## config.mk

```make
export PLATFORM = sky130hd
export DESIGN_NAME = dma_ch_top
export DESIGN_NICKNAME = d
export VERILOG_FILES = /design/src/rtl/dma_ch_pkg.sv /design/src/rtl/dma_ch_req_gate.sv /design/src/rtl/dma_ch_counter.sv /design/src/rtl/dma_ch_addr_gen.sv /design/src/rtl/dma_ch_top.sv
export SDC_FILE = /design/constraint.sdc
export NUM_CORES = 1
export LEC_CHECK = 0
export BUFFER_PORTS_ARGS = -buffer_cell sky130_fd_sc_hd__buf_2
export CAP_MARGIN = 20
export CORE_MARGIN = 2
export CORE_UTILIZATION = 35
export CTS_CLUSTER_DIAMETER = 60
export DETAILED_ROUTE_END_ITERATION = 6
export PLACE_DENSITY = 0.66
export SYNTH_ARGS = -nofsm -noshare
export SYNTH_HDL_FRONTEND = slang
export SYNTH_SLANG_ARGS = --single-unit
```

## constraint.sdc

```tcl
create_clock -name clk_i -period 6.1 [get_ports clk_i]
set_clock_uncertainty 0.2 [all_clocks]
set_input_delay 0 -clock clk_i [delete_from_list [all_inputs] [get_ports clk_i]]
set_output_delay 0 -clock clk_i [all_outputs]
set_load 0.03 [all_outputs]
```

## src/rtl/dma_ch_pkg.sv

```systemverilog
`timescale 1ns/1ps
package dma_ch_pkg;
  localparam int SEL_W = 5;
  localparam int CNT_W = 14;
  localparam int WRAP_W = 3;

  localparam logic [2:0] A_CTRL = 3'd0;
  localparam logic [2:0] A_STAT = 3'd1;
  localparam logic [2:0] A_PPTR = 3'd2;
  localparam logic [2:0] A_PSEQ = 3'd3;
  localparam logic [2:0] A_MPTR = 3'd4;
  localparam logic [2:0] A_MSEQ = 3'd5;

  // control / status bit positions (software-visible layout)
  localparam int B_EN   = 31;
  localparam int B_IE   = 30;
  localparam int B_HOLD = 29;
  localparam int B_DIR  = 28;
  localparam int B_ONCE = 27;
  localparam int B_FLOW = 21;
  localparam int B_SEL  = 16;
  localparam int B_CNT  = 2;
  localparam int B_BUSY = 31;
  localparam int B_PEND = 30;
  localparam int B_HALT = 29;
  localparam int B_PING = 28;
  localparam int B_WRAP = 16;

  localparam logic [SEL_W-1:0] SEL_PARK = '1;

  typedef struct packed {
    logic             ie;
    logic             hold;
    logic             dir;
    logic             once;
    logic             flow;
    logic [SEL_W-1:0] sel;
    logic [CNT_W-1:0] wcnt;
  } ctrl_t;
endpackage

```

## src/rtl/dma_ch_req_gate.sv

```systemverilog
`timescale 1ns/1ps
module dma_ch_req_gate #(
  parameter int NUM_REQ = 16,
  parameter int SEL_W   = 5
) (
  input  logic               en_i,
  input  logic               hold_i,
  input  logic               flow_i,
  input  logic [SEL_W-1:0]   sel_i,
  input  logic [NUM_REQ-1:0] req_i,
  output logic               go_o,
  output logic               halt_o
);
  logic [NUM_REQ-1:0] req_sh;
  logic               sel_ok;
  logic               unused_req_hi;

  // out-of-range selects shift to zero: no requests
  assign req_sh        = req_i >> sel_i;
  assign unused_req_hi = ^req_sh[NUM_REQ-1:1];
  assign sel_ok        = (sel_i != '1);
  assign halt_o        = en_i && (hold_i || !sel_ok);
  assign go_o          = en_i && !hold_i && sel_ok && (!flow_i || req_sh[0]);
endmodule

```

## src/rtl/dma_ch_counter.sv

```systemverilog
`timescale 1ns/1ps
module dma_ch_counter #(
  parameter int CNT_W = 14
) (
  input  logic             clk_i,
  input  logic             rst_ni,
  input  logic             load_i,
  input  logic [CNT_W-1:0] load_val_i,
  input  logic             step_i,
  input  logic [CNT_W-1:0] reload_val_i,
  input  logic             cont_i,
  output logic [CNT_W-1:0] cnt_o,
  output logic             ping_o,
  output logic             eoc_o,
  output logic             full_o
);
  logic [CNT_W-1:0] cnt_q;
  logic             ping_q;

  assign eoc_o  = step_i && (cnt_q == '0);
  assign full_o = eoc_o && (ping_q || !cont_i);
  assign cnt_o  = cnt_q;
  assign ping_o = ping_q;

  always_ff @(posedge clk_i or negedge rst_ni) begin
    if (!rst_ni) begin
      cnt_q  <= '0;
      ping_q <= 1'b0;
    end else if (load_i) begin
      cnt_q  <= load_val_i;
      ping_q <= 1'b0;
    end else if (eoc_o) begin
      if (cont_i) begin
        cnt_q  <= reload_val_i;
        ping_q <= ~ping_q;
      end
    end else if (step_i) begin
      cnt_q <= cnt_q - 1'b1;
    end
  end
endmodule

```

## src/rtl/dma_ch_addr_gen.sv

```systemverilog
`timescale 1ns/1ps
module dma_ch_addr_gen #(
  parameter int OFF_W      = 15,
  parameter int WRAP_W     = 3,
  parameter int WRAP_SHIFT = 0
) (
  input  logic              clk_i,
  input  logic              rst_ni,
  input  logic              load_i,
  input  logic              rebase_i,
  input  logic              step_i,
  input  logic [31:0]       base_i,
  input  logic [WRAP_W-1:0] wrap_i,
  output logic [31:0]       addr_o
);
  localparam int PAD_W = 32 - OFF_W - 2;

  logic [31:0]      base_q;
  logic [OFF_W-1:0] off_q, off_eff, mask;
  logic [31:0]      one_sh;
  int               win_bits;

  always_comb begin
    win_bits = int'(wrap_i) + WRAP_SHIFT;
    one_sh   = 32'd1 << win_bits;
    if (wrap_i == '0 || win_bits >= OFF_W) mask = '1;
    else mask = one_sh[OFF_W-1:0] - {{(OFF_W-1){1'b0}}, 1'b1};
    off_eff = off_q & mask;
  end

  assign addr_o = base_q + {{PAD_W{1'b0}}, off_eff, 2'b00};

  always_ff @(posedge clk_i or negedge rst_ni) begin
    if (!rst_ni) begin
      base_q <= '0;
      off_q  <= '0;
    end else if (load_i || (step_i && rebase_i)) begin
      base_q <= base_i;
      off_q  <= '0;
    end else if (step_i) begin
      off_q <= off_q + 1'b1;
    end
  end
endmodule

```

## src/rtl/dma_ch_top.sv

```systemverilog
`timescale 1ns/1ps
module dma_ch_top
  import dma_ch_pkg::*;
#(
  parameter int NUM_REQ        = 16,
  parameter int PER_WRAP_SHIFT = 0,
  parameter int MEM_WRAP_SHIFT = 3
) (
  input  logic               clk_i,
  input  logic               rst_ni,
  input  logic               reg_we_i,
  input  logic [2:0]         reg_addr_i,
  input  logic [31:0]        reg_wdata_i,
  output logic [31:0]        reg_rdata_o,
  input  logic [NUM_REQ-1:0] req_i,
  output logic               irq_o,
  output logic [31:0]        per_addr_o,
  output logic               per_re_o,
  output logic               per_we_o,
  output logic [31:0]        per_wdata_o,
  input  logic [31:0]        per_rdata_i,
  output logic [31:0]        mem_addr_o,
  output logic               mem_re_o,
  output logic               mem_we_o,
  output logic [31:0]        mem_wdata_o,
  input  logic [31:0]        mem_rdata_i
);
  localparam int OFF_W = CNT_W + 1;

  ctrl_t             ctrl_q;
  logic              en_q, pend_q;
  logic [31:0]       pptr_q, mptr_q;
  logic [WRAP_W-1:0] pwrap_q, mwrap_q;
  logic              wr_ctrl, wr_stat, start;
  logic              go, halt, eoc, full, ping;
  logic [CNT_W-1:0]  cnt;
  logic [1:0][31:0]       side_base, side_addr;
  logic [1:0][WRAP_W-1:0] side_wrap;
  logic              unused_wdata;

  assign unused_wdata = ^{reg_wdata_i[26:22], reg_wdata_i[1:0]};
  assign wr_ctrl = reg_we_i && (reg_addr_i == A_CTRL);
  assign wr_stat = reg_we_i && (reg_addr_i == A_STAT);
  assign start   = wr_ctrl && reg_wdata_i[B_EN] && !en_q;

  always_ff @(posedge clk_i or negedge rst_ni) begin
    if (!rst_ni) begin
      ctrl_q  <= '0;
      en_q    <= 1'b0;
      pend_q  <= 1'b0;
      pptr_q  <= '0;
      mptr_q  <= '0;
      pwrap_q <= '0;
      mwrap_q <= '0;
    end else begin
      if (wr_ctrl) begin
        ctrl_q.ie   <= reg_wdata_i[B_IE];
        ctrl_q.hold <= reg_wdata_i[B_HOLD];
        ctrl_q.dir  <= reg_wdata_i[B_DIR];
        ctrl_q.once <= reg_wdata_i[B_ONCE];
        ctrl_q.flow <= reg_wdata_i[B_FLOW];
        ctrl_q.sel  <= reg_wdata_i[B_SEL +: SEL_W];
        ctrl_q.wcnt <= reg_wdata_i[B_CNT +: CNT_W];
      end
      if (wr_ctrl) en_q <= reg_wdata_i[B_EN];
      else if (eoc && ctrl_q.once) en_q <= 1'b0;
      // a new end-of-count wins over a same-cycle clear
      if (eoc && ctrl_q.ie) pend_q <= 1'b1;
      else if (wr_stat && reg_wdata_i[B_PEND]) pend_q <= 1'b0;
      if (reg_we_i && reg_addr_i == A_PPTR) pptr_q <= {reg_wdata_i[31:2], 2'b00};
      if (reg_we_i && reg_addr_i == A_MPTR) mptr_q <= {reg_wdata_i[31:2], 2'b00};
      if (reg_we_i && reg_addr_i == A_PSEQ) pwrap_q <= reg_wdata_i[B_WRAP +: WRAP_W];
      if (reg_we_i && reg_addr_i == A_MSEQ) mwrap_q <= reg_wdata_i[B_WRAP +: WRAP_W];
    end
  end

  dma_ch_req_gate #(.NUM_REQ(NUM_REQ), .SEL_W(SEL_W)) u_gate (
    .en_i   (en_q),
    .hold_i (ctrl_q.hold),
    .flow_i (ctrl_q.flow),
    .sel_i  (ctrl_q.sel),
    .req_i  (req_i),
    .go_o   (go),
    .halt_o (halt)
  );

  dma_ch_counter #(.CNT_W(CNT_W)) u_cnt (
    .clk_i        (clk_i),
    .rst_ni       (rst_ni),
    .load_i       (start),
    .load_val_i   (reg_wdata_i[B_CNT +: CNT_W]),
    .step_i       (go),
    .reload_val_i (ctrl_q.wcnt),
    .cont_i       (!ctrl_q.once),
    .cnt_o        (cnt),
    .ping_o       (ping),
    .eoc_o        (eoc),
    .full_o       (full)
  );

  assign side_base = {mptr_q, pptr_q};
  assign side_wrap = {mwrap_q, pwrap_q};

  for (genvar s = 0; s < 2; s++) begin : g_side
    dma_ch_addr_gen #(
      .OFF_W      (OFF_W),
      .WRAP_W     (WRAP_W),
      .WRAP_SHIFT (s == 0 ? PER_WRAP_SHIFT : MEM_WRAP_SHIFT)
    ) u_ag (
      .clk_i    (clk_i),
      .rst_ni   (rst_ni),
      .load_i   (start),
      .rebase_i (full),
      .step_i   (go),
      .base_i   (side_base[s]),
      .wrap_i   (side_wrap[s]),
      .addr_o   (side_addr[s])
    );
  end

  assign per_addr_o  = side_addr[0];
  assign mem_addr_o  = side_addr[1];
  assign per_re_o    = go && !ctrl_q.dir;
  assign mem_we_o    = go && !ctrl_q.dir;
  assign mem_re_o    = go && ctrl_q.dir;
  assign per_we_o    = go && ctrl_q.dir;
  assign mem_wdata_o = per_rdata_i;
  assign per_wdata_o = mem_rdata_i;
  assign irq_o       = pend_q;

  always_comb begin
    case (reg_addr_i)
      A_CTRL: reg_rdata_o = {en_q, ctrl_q.ie, ctrl_q.hold, ctrl_q.dir, ctrl_q.once, 5'b0,
                             ctrl_q.flow, ctrl_q.sel, ctrl_q.wcnt, 2'b00};
      A_STAT: reg_rdata_o = {en_q, pend_q, halt, ping, 12'b0, cnt, 2'b00};
      A_PPTR: reg_rdata_o = pptr_q;
      A_PSEQ: reg_rdata_o = {13'b0, pwrap_q, 16'b0};
      A_MPTR: reg_rdata_o = mptr_q;
      A_MSEQ: reg_rdata_o = {13'b0, mwrap_q, 16'b0};
      default: reg_rdata_o = '0;
    endcase
  end
endmodule

```

==> summary.txt, run 1 <==
Synthesis
  – Syn Area/Cell: 10.5 um^2
  – Mapped Area: 11,900 um^2
  – Top cells by area, synth: dfrtp_1 (41%), mux2_2 (9.9%), xnor2_1 (4.9%)
  – Register area share after synthesis: 41.4%
  – Fraction of registers with async set/reset: 100%
  – Library cells used by synthesis: 71
  – #FFs+latches synth: 197
  – Top FF cell, synth: dfrtp_1
  – Synth Instances: 1,136
  – Area share of the largest cell type after synthesis: 41.4%
  – Yosys warns: 0
  – Synth area leader: dfrtp_1
  – Post-synth EDFFs: 0

Critical path
  – Critical path endpoint category: output pin
  – Critical Path AT: 4220 ps
  – Worst path required time: 5900 ps
  – CP max-delay cell: nor3_1
  – Setup CP Type: flip-flop to output pin
  – Max incr delay on CP: 820 ps
  – Reg-to-reg slack, setup: 2960 ps
  – CP Cell Sequence: nor3_1 > o21a_1 > ha_1 > a21o_1 > a2111o_1 > a211oi_1 > o21bai_1 > a21oi_1 > xnor2_1 > buf_2
  – CP max FO: 11
  – Setup crit start kind: flip-flop

Placed design
  – Hpwl dp: 23.5 mm
  – Placer Congestion: 0.910
  – Place WS: 2140 ps
  – PortBufs: 146
  – Post-DP Area: 12,600 um^2

Die
  – Die Y-Extent: 188 um
  – Core box area: 33,500 um^2
  – Die ar.: 35,500 um^2
  – Initial core utilization: 35.5%
  – IO Pins: 283
  – Die Wd: 188 um
  – Row count: 67

Global route
  – Vias in the first global route: 9,102
  – Global-route wire length before repair: 50.4 mm
  – GRT overflow: 0
  – Total track usage: 18.1%
  – Antenna violations before repair: 0
  – Largest net degree at the start of global routing: 93

STA
  – Period utilization: 72.4%
  – Slew HR: 36.8%
  – WHS: 9.89 ps
  – RSZ-0062 raised after global routing: no
  – Setup_tns: 0 ps
  – Worst slew pin tran: 941 ps
  – Fin worst setup slack: 1680 ps
  – Setup violators final: 0
  – Max Slew Vio Count: 0
  – Hold Violations, Final: 0
  – Top achievable clock speed: 0.226 GHz
  – Tmin final: 4420 ps

Pwr
  – P_sw: 2.22 mW
  – Combinational power share: 39.6%
  – LEAKAGE: 6.29 nW
  – Internal power: 3.09 mW
  – Peak VDD IR: 0.229 mV
  – Sw Ratio: 41.8%
  – Sequential power share: 39.3%
  – Pwr/cell area: 374 nW/um^2
  – Clock power frac: 21.1%

Clock tree
  – CTS Buf Count: 17
  – CTS tree: done
  – CTS clk-pin slew, worst paths: 60 ps
  – H-Tree Depth: 4
  – Clock tree sinks: 197
  – Clk buf depth: 2
  – Root buf cell: clkbuf_16
  – Worst skew pair latency: 440 ps
  – PostCTS Resize Cnt: 0

Route
  – DR vias/cell: 5.32
  – Initial DRT Pass Iterations: 5
  – Post-route ant nets: 0
  – WL/cell: 18.4 um
  – DRC: 0
  – Total Wirelength: 32.3 mm
  – DR iter-0 viols: 555
  – Via count: 9,361

Run
  – Max-cap violations: 0

Cells and area
  – Nets: 1,453
  – Ant. Diodes: 0
  – Area delta synth->final: 19.3%
  – Area of the multi-input gates: 6130 um^2
  – Sequential Area: 4930 um^2
  – Final Instance Area: 14,200 um^2
  – Layout fillers: 3,228
  – Share of cells above drive strength 1: 24.3%

Worst hold path
  – Min-Delay Path Class: input port to flip-flop

Run status
  – Outcome: finished, final reports clean
final cells by class:
cell class | count | area share [%]
clock buffers | 20 | 3.15
flip-flops and latches | 197 | 34.7
repair buffers | 259 | 13.3
inverters | 30 | 0.793
multi-input cells | 794 | 43.2
well taps | 448 | 3.95
clock inverters | 10 | 0.881
cells by family after synthesis:
kind of cell,count (synthesis),synth area share (%)
and+or+nand+nor,277,12.3
AOI/OAI and AO/OA,228,13.4
DFF,197,41.4
muxes,161,15.3
buffers and inverters,151,7.47
xor gates and xnor gates,84,6.18
adders and majority gates,36,3.91
other,2,0.0631
timing repair:
action,CTS,global route
hold buffers,101,0
endpoints found under the hold margin,232,0
setup buffers,0,0
routing by layer:
layer	vias up	part of all wire, %	global-route usage, %
met5	-	0	0
met4	0	1.7	5.17
met3	41	5.3	2.55
met2	347	47	29.5
met1	4634	46	25.0
li1	4339	-	-
through the flow:
| stage | power, mW | utilization, % | instances |
|---|---|---|---|
| 6_report | 5.31 | 42.3 | 1758 |
| 5_1_grt | 5.61 | 42.3 | 1758 |
| 4_1_cts | 5.33 | 42.3 | 1757 |
| 3_5_place_dp | 4.11 | 37.5 | 1626 |
| 3_3_place_gp | 4.06 | 37.5 | 1626 |
| 2_1_floorplan | 3.52 | - | 1142 |
critical path, delay by kind of cell (launching register included):
kind	cells	cell delay (ps)
compound gates	6	1690
simple gates	1	820
flops	1	500
fa+ha+maj	1	290
buf+inv	1	270
xor+xnor	1	210
flip-flops by register name, indices dropped and copies added (netlist names):
name	count
pwrap_q	3
mptr_q	30
g_side.u_ag.off_q	30
pptr_q	30
u_cnt.cnt_o	14
mwrap_q	3
en_q	1
ctrl_q	24
g_side.u_ag.base_q	60
u_cnt.ping_o	1
irq_o	1
final timing paths:
| kind | startpoint | endpoint | cells past startpoint |
|---|---|---|---|
| worst max register to register | u_cnt.cnt_o[0] | g_side[1].u_ag.base_q[7] | 8 |
| min in group asynchronous | rst_ni | g_side[1].u_ag.base_q[7] | 4 |
| worst max-delay path | pwrap_q[1] | per_addr_o[17] | 10 |
| worst min register to register | g_side[0].u_ag.base_q[7] | g_side[0].u_ag.base_q[7] | 1 |
| worst min-delay path | reg_addr_i[1] | pwrap_q[1] | 3 |
| max in group asynchronous | rst_ni | g_side[0].u_ag.base_q[23] | 4 |
cells in the final DEF, fill, tap and decap left out, types with 7 or more instances in the layout:
cell type,n
a211oi_1,7
a21boi_0,9
a21o_1,13
a21oi_1,45
a221o_1,16
a22o_1,22
and2_1,16
and3_1,10
buf_2,145
buf_4,10
clkbuf_16,17
conb_1,8
dfrtp_1,197
dlygate4sd3_1,100
ha_1,34
inv_1,30
mux2_1,44
mux2_2,105
mux2i_1,10
nand2_1,60
nand3_1,30
nand4_1,7
nor2_1,73
nor2b_1,10
nor3_1,21
nor4_2,7
o211ai_1,9
o21a_1,11
o21ai_0,46
or3_1,10
xnor2_1,67
xor2_1,17
Yosys cell counts, types with 17 or more instances:
cell / number
dfrtp_1: 197
mux2_2: 105
buf_4: 76
nor2_1: 73
xnor2_1: 67
nand2_1: 60
o21ai_0: 46
a21oi_1: 45
mux2_1: 44
clkbuf_1: 34
ha_1: 34
inv_1: 30
nand3_1: 30
a22o_1: 22
nor3_1: 21
xor2_1: 17
power by group through the flow:
stage / registers, mW / logic, mW / clock network (mW)
after CTS: 2.08 / 2.13 / 1.13
after global placement: 2.08 / 1.98 / 0
after floorplan: 1.91 / 1.61 / 0
final: 2.09 / 2.10 / 1.12
after detailed placement: 2.10 / 2.01 / 0
after global routing: 2.14 / 2.29 / 1.18
No activity file was read; power rests on OpenSTA's default activity.
==> inputs of run 2 (changes only) <==
==> constraint.sdc (replaced) <==
create_clock -name clk_i -period 4.45 [get_ports clk_i]
set_clock_uncertainty 0.2 [all_clocks]
set_input_delay 0 -clock clk_i [delete_from_list [all_inputs] [get_ports clk_i]]
set_output_delay 0 -clock clk_i [all_outputs]
set_load 0.03 [all_outputs]
==> run 2 against run 1 <==
Critical path depth is 2 higher; critical endpoint is now mem_addr_o[31]; global-route usage fell by 0.13 points; via count rose by 0.56%; clock-buffer cell count down 3; wire length grew 0.37%.
==> summary.txt, run 2 (synthesis results as in run 1) <==
Critical path
  – Critical Path AT: 3820 ps (-400 ps)
  – Reg2reg end: g_side[0].u_ag.base_q[26]
  – Reg-to-reg slack, setup: 1260 ps (-1700 ps)
  – Reg2Reg Depth: 8 (unchanged)
  – Setup CP Type: flip-flop to output pin
  – Critical path endpoint category: output pin
  – Setup crit start kind: flip-flop
  – CP max FO: 11 (unchanged)
  – Worst path required time: 4250 ps (-1650 ps)
  – RR Startpoint: u_cnt.cnt_o[0]

Route
  – Initial DRT Pass Iterations: 4 (-1)
  – Post-route ant nets: 0 (unchanged)
  – Total Wirelength: 32.4 mm (+0.37%)
  – DR iter-0 viols: 597 (+7.6%)
  – WL/cell: 18.4 um (+0.19%)
  – DR vias/cell: 5.35 (+0.38%)
  – DRC: 0 (unchanged)
  – Via count: 9,413 (+0.56%)

STA
  – WHS: 20.4 ps (+10.5 ps)
  – Hold Violations, Final: 0 (unchanged)
  – Tmin final: 4020 ps
  – Slew HR: 34.6% (-2.2 points)
  – Fin worst setup slack: 434 ps (-1250 ps)
  – Setup violators final: 0 (unchanged)
  – Setup_tns: 0 ps (unchanged)
  – Period utilization: 90.3%
  – Max Slew Vio Count: 0 (unchanged)
  – Worst slew pin tran: 981 ps (+40.3 ps)
  – Top achievable clock speed: 0.249 GHz
  – RSZ-0062 raised after global routing: no

Cells and area
  – Max reg flops: 60 (unchanged)
  – Highest-count cells in the layout ignoring fill and taps: dfrtp_1 (197), buf_2 (145), mux2_2 (105)
  – Ant. Diodes: 0 (unchanged)
  – Sequential Area: 4930 um^2 (unchanged)
  – Most common cell after layout, fill and taps aside: dfrtp_1
  – Area of the multi-input gates: 6130 um^2 (unchanged)
  – Layout fillers: 3,202 (-0.81%)
  – Area delta synth->final: 19.3% (about the same)
  – Register with the most flip-flops: g_side.u_ag.base_q
  – Share of cells above drive strength 1: 24.8% (+0.55 points)
  – Nets: 1,454 (+0.069%)

Die
  – Row count: 67 (unchanged)
  – Die ar.: 35,500 um^2 (unchanged)
  – Initial core utilization: 35.5% (unchanged)
  – IO Pins: 283 (unchanged)
  – Die Y-Extent: 188 um (unchanged)
  – Core box area: 33,500 um^2 (unchanged)
  – Die Wd: 188 um (unchanged)

Clock tree
  – Clock tree sinks: 197 (unchanged)
  – Worst skew pair latency: 440 ps (about the same)
  – CTS clk-pin slew, worst paths: 80 ps (+20 ps)
  – H-Tree Depth: 4 (unchanged)
  – CTS Buf Count: 17 (unchanged)
  – Clk buf depth: 2 (unchanged)
  – CTS tree: done
  – Root buf cell: clkbuf_16
  – PostCTS Resize Cnt: 0 (unchanged)

Run
  – Max-cap violations: 0 (unchanged)

Placed design
  – Hpwl dp: 23.7 mm (+0.53%)
  – PortBufs: 146 (unchanged)
  – Placer Congestion: 0.915 (+0.58%)
  – Place WS: 933 ps (-1210 ps)

Worst hold path
  – Worst hold endpoint: pwrap_q[1]
  – Min-delay src: reg_addr_i[1]
  – Cells on Worst Hold Path: 3 (unchanged)
  – Min-Delay Path Class: input port to flip-flop

Run status
  – Outcome: finished, final reports clean

Global route
  – Largest net degree at the start of global routing: 117 (+26%)
  – Antenna violations before repair: 0 (unchanged)
  – Vias in the first global route: 9,098 (-0.044%)
  – GRT overflow: 0 (unchanged)
  – Total track usage: 17.9% (-0.13 points)
  – Global-route wire length before repair: 50.3 mm (-0.23%)

Pwr
  – Pwr/cell area: 517 nW/um^2 (+38%)
  – Power after layout: 7.34 mW (+38%)
  – LEAKAGE: 6.30 nW (+0.19%)
  – Peak VDD IR: 0.293 mV (+28%)
-- run 2: cell count changes in the layout (fill, tap and decap cells not counted), moves of 2 or more --
cell,previous run,this run
buf_4,10,16
inv_8,0,4
clkinv_4,4,1
dlygate4sd3_1,100,97
buf_16,2,0
clkbuf_1,2,0
inv_6,2,4
-- run 2: how the worst max path moves through the flow --
stage / from / end / slack [ps]
6_report: mwrap_q[1] / mem_addr_o[31] / 430
5_1_grt: mwrap_q[1] / mem_addr_o[31] / 100
4_1_cts: pwrap_q[1] / per_addr_o[17] / 440
3_5_place_dp: pwrap_q[1] / per_addr_o[17] / 930
3_3_place_gp: pwrap_q[1] / per_addr_o[17] / 920
2_1_floorplan: pwrap_q[1] / per_addr_o[21] / 1290
-- run 2: critical path, stage by stage, from the launching register on --
cell and delay, ps:
dfrtp_1 580, nor2_1 100, a21oi_1 130, a21oi_1 80
ha_1 330, o21a_1 160, o21ai_0 130, nor4_1 310
a21boi_0 240, nor2_1 610, nand4_1 190, xnor2_1 260
buf_2 250
-- run 2: area by class of cell --
type	instances	area share [%]
multi-input combinational	794	43.2
sequential	197	34.7
timing repair buffer	260	13.0
tap	448	3.95
clock buffer	17	3.00
clock inverter	15	1.30
inverter	30	0.793
-- run 2: metrics by stage --
stage                     instances  cell area [um^2]  utilization, %
final                          1761             14200            42.3
after floorplan                1142             11900               -
after global placement         1632             12600            37.6
after detailed placement       1632             12600            37.6
after global routing           1761             14200            42.3
after CTS                      1761             14200            42.3
-- run 2: metal layers --
| metal | part of all wire (%) | up-vias | GRT usage (%) |
|---|---|---|---|
| met5 | 0 | - | 0 |
| met4 | 1.8 | 0 | 4.57 |
| met3 | 4.5 | 40 | 2.14 |
| met2 | 47 | 333 | 29.5 |
| met1 | 47 | 4678 | 25.1 |
| li1 | - | 4362 | - |
-- run 2: where the power goes --
group	switching, mW	total [mW]	leakage [nW]	internal, mW
Combinational	1.76	2.87	3.57	1.11
Clock	0.746	1.60	0.295	0.856
Sequential	0.592	2.86	2.43	2.27
Total	3.10	7.34	6.30	4.24
-- run 2: what timing repair did --
item | CTS | global route
buffers inserted | 0 | 0
endpoints found under the hold margin | 285 | 0
hold buffers | 97 | 0
==> inputs of run 3 (changes only) <==
==> constraint.sdc (replaced) <==
create_clock -name clk_i -period 4.25 [get_ports clk_i]
set_clock_uncertainty 0.2 [all_clocks]
set_input_delay 0 -clock clk_i [delete_from_list [all_inputs] [get_ports clk_i]]
set_output_delay 0 -clock clk_i [all_outputs]
set_load 0.03 [all_outputs]
==> run 3 against run 2 <==
Global-route usage increased by 0.28 points; sequential cell count stayed put; total power is 5.2% higher; register-to-register slack lost 180 ps; worst setup slack got worse by 190 ps; core utilization about the same; final area hardly changed; clock power increased by 6%; clock-buffer cell count increased by 2; sequential power up 5%; via count increased by 0.24%; combinational power increased by 5%; largest cell class unchanged.
==> summary.txt, run 3 (synthesis results as in run 1) <==
Die
  – Row count: 67 (unchanged)
  – Core box area: 33,500 um^2 (unchanged)
  – Initial core utilization: 35.5% (unchanged)
  – IO Pins: 283 (unchanged)
  – Die ar.: 35,500 um^2 (unchanged)
  – Die Wd: 188 um (unchanged)
  – Die Y-Extent: 188 um (unchanged)

Worst hold path
  – Min-delay src: reg_addr_i[1]
  – Cells on Worst Hold Path: 3 (unchanged)
  – Min-Delay Path Class: input port to flip-flop
  – Worst hold endpoint: pwrap_q[2]

STA
  – Worst slew pin tran: 942 ps (-39.2 ps)
  – Fin worst setup slack: 240 ps (-194 ps)
  – WHS: 29.6 ps (+9.24 ps)
  – Top achievable clock speed: 0.249 GHz
  – RSZ-0062 raised after global routing: no
  – Setup violators final: 0 (unchanged)
  – Max Slew Vio Count: 0 (unchanged)
  – Period utilization: 94.4%
  – Setup_tns: 0 ps (unchanged)
  – Slew HR: 37.2% (+2.6 points)
  – Hold Violations, Final: 0 (unchanged)
  – Tmin final: 4010 ps

Cells and area
  – Ant. Diodes: 0 (unchanged)
  – Share of cells above drive strength 1: 25.0% (+0.15 points)
  – Register with the most flip-flops: g_side.u_ag.base_q
  – Max reg flops: 60 (unchanged)
  – Most common cell after layout, fill and taps aside: dfrtp_1
  – Final std cells w/o fill: 1,761 (unchanged)
  – Highest-count cells in the layout ignoring fill and taps: dfrtp_1 (197), buf_2 (145), mux2_2 (105)
  – Nets: 1,454 (unchanged)
  – Area delta synth->final: 19.4% (about the same)

Critical path
  – CP Depth: 13 (+1)
  – Setup crit start kind: flip-flop
  – Setup CP Type: flip-flop to output pin
  – Critical path endpoint category: output pin
  – Max incr delay on CP: 490 ps (-120 ps)
  – Reg2Reg Depth: 8 (unchanged)
  – Worst path required time: 4050 ps (-200 ps)
  – Critical path's top delay family: compound AO/OA/AOI/OAI gates
  – Crit-path most repeated cell: o21ai_0
  – CP Cell Sequence: nor3_1 > buf_4 > a21oi_1 > nor2b_1 > ha_1 > and4_1 > a211oi_1 > inv_1 > o21ai_0 > a21boi_1 > o21ai_0 > xnor2_1 > buf_2
  – Critical Path AT: 3810 ps (about the same)
  – Reg-to-reg slack, setup: 1080 ps (-180 ps)
  – Reg2reg end: g_side[0].u_ag.base_q[24]
  – WP buf/inv: 3 (+2)
  – CP max-delay cell: dfrtp_1
  – RR Startpoint: u_cnt.cnt_o[0]
  – CP max FO: 11 (unchanged)

Pwr
  – Clock power frac: 22.0% (+0.2 points)
  – Combinational power share: 39.2% (about the same)
  – Pwr/cell area: 543 nW/um^2 (+5.1%)
  – LEAKAGE: 6.31 nW (+0.20%)
  – Internal power: 4.51 mW (+6.6%)
  – Sequential power share: 38.9% (about the same)
  – P_sw: 3.21 mW (+3.4%)
  – Peak VDD IR: 0.338 mV (+15%)
  – Sw Ratio: 41.5% (-0.74 points)
  – Power after layout: 7.72 mW (+5.2%)

Route
  – Total Wirelength: 32.6 mm (+0.59%)
  – Initial DRT Pass Iterations: 5 (+1)
  – Post-route ant nets: 0 (unchanged)
  – DR iter-0 viols: 561 (-6.0%)
  – Via count: 9,436 (+0.24%)
  – DRC: 0 (unchanged)
  – WL/cell: 18.5 um (+0.59%)
  – DR vias/cell: 5.36 (+0.24%)

Clock tree
  – Clock tree sinks: 197 (unchanged)
  – CTS clk-pin slew, worst paths: 70 ps (about the same)
  – Clk buf depth: 2 (unchanged)
  – Worst skew pair latency: 430 ps (about the same)
  – H-Tree Depth: 4 (unchanged)
  – CTS tree: done
  – Root buf cell: clkbuf_16
  – CTS Buf Count: 17 (unchanged)

Placed design
  – Place WS: 754 ps (-179 ps)
  – PortBufs: 146 (unchanged)
  – Placer Congestion: 0.923 (+0.86%)
  – DP Cell Count: 1,633 (+0.061%)
  – Hpwl dp: 24.2 mm (+2.0%)

Run
  – Max-cap violations: 0 (unchanged)

Global route
  – Antenna violations before repair: 1 (+1)
  – Largest net degree at the start of global routing: 113 (-3.4%)
  – Vias in the first global route: 9,207 (+1.2%)
  – Total track usage: 18.2% (+0.28 points)
  – Global-route wire length before repair: 51.1 mm (+1.8%)
  – GRT overflow: 0 (unchanged)

Run status
  – Outcome: finished, final reports clean
-- run 3: cell type report --
cell class | instances | area (um^2)
sequential | 197 | 4930
tap | 448 | 561
multi-input combinational | 794 | 6130
fill | 3223 | 19300
clock inverter | 13 | 169
inverter | 30 | 113
clock buffer | 19 | 453
timing repair buffer | 260 | 1850
-- run 3: how the worst max path moves through the flow --
stage | startpoint | to | slack (ps)
final | pwrap_q[1] | per_addr_o[18] | 240
after global routing | pwrap_q[1] | per_addr_o[18] | 10
after CTS | pwrap_q[1] | per_addr_o[18] | 270
after detailed placement | mwrap_q[0] | mem_addr_o[31] | 750
after global placement | pwrap_q[1] | per_addr_o[17] | 750
after floorplan | pwrap_q[1] | per_addr_o[21] | 1090
-- run 3: power groups by stage --
stage               sequential, mW  combinational [mW]  clock, mW
finish                        3.00                3.02       1.70
global route                  3.07                3.29       1.82
floorplan                     2.75                2.31          0
CTS                           2.99                3.05       1.73
detailed placement            3.02                2.90          0
global placement              2.99                2.85          0
-- run 3: repair_timing --
item / 4_1_cts / 5_1_grt
buffers inserted: 0 / 0
hold buffers: 96 / 0
endpoints found under the setup margin: 0 / 6
resized for setup: 0 / 1
hold endpoints to repair: 281 / 0
-- run 3: metrics by stage --
stage	area [um^2]	utilization (%)
3_5_place_dp	12600	37.6
6_report	14200	42.4
4_1_cts	14200	42.4
5_1_grt	14200	42.4
3_3_place_gp	12600	37.6
2_1_floorplan	11900	-
-- run 3: worst reg2reg max path: cells and delay by family (launching register included) --
family / cells / cell delay [ps]
AO/OA/AOI/OAI: 2 / 480
AND/OR/NAND/NOR: 2 / 840
flip-flops: 1 / 440
multiplexers: 1 / 370
adder cells (fa/ha/maj): 1 / 250
buffers and inverters: 2 / 470
-- run 3: per-layer routing --
layer | track usage, % | wire length (um)
met5 | 0 | 12
met4 | 4.81 | 594
met3 | 2.63 | 1660
met2 | 30.2 | 15500
met1 | 25.0 | 14800
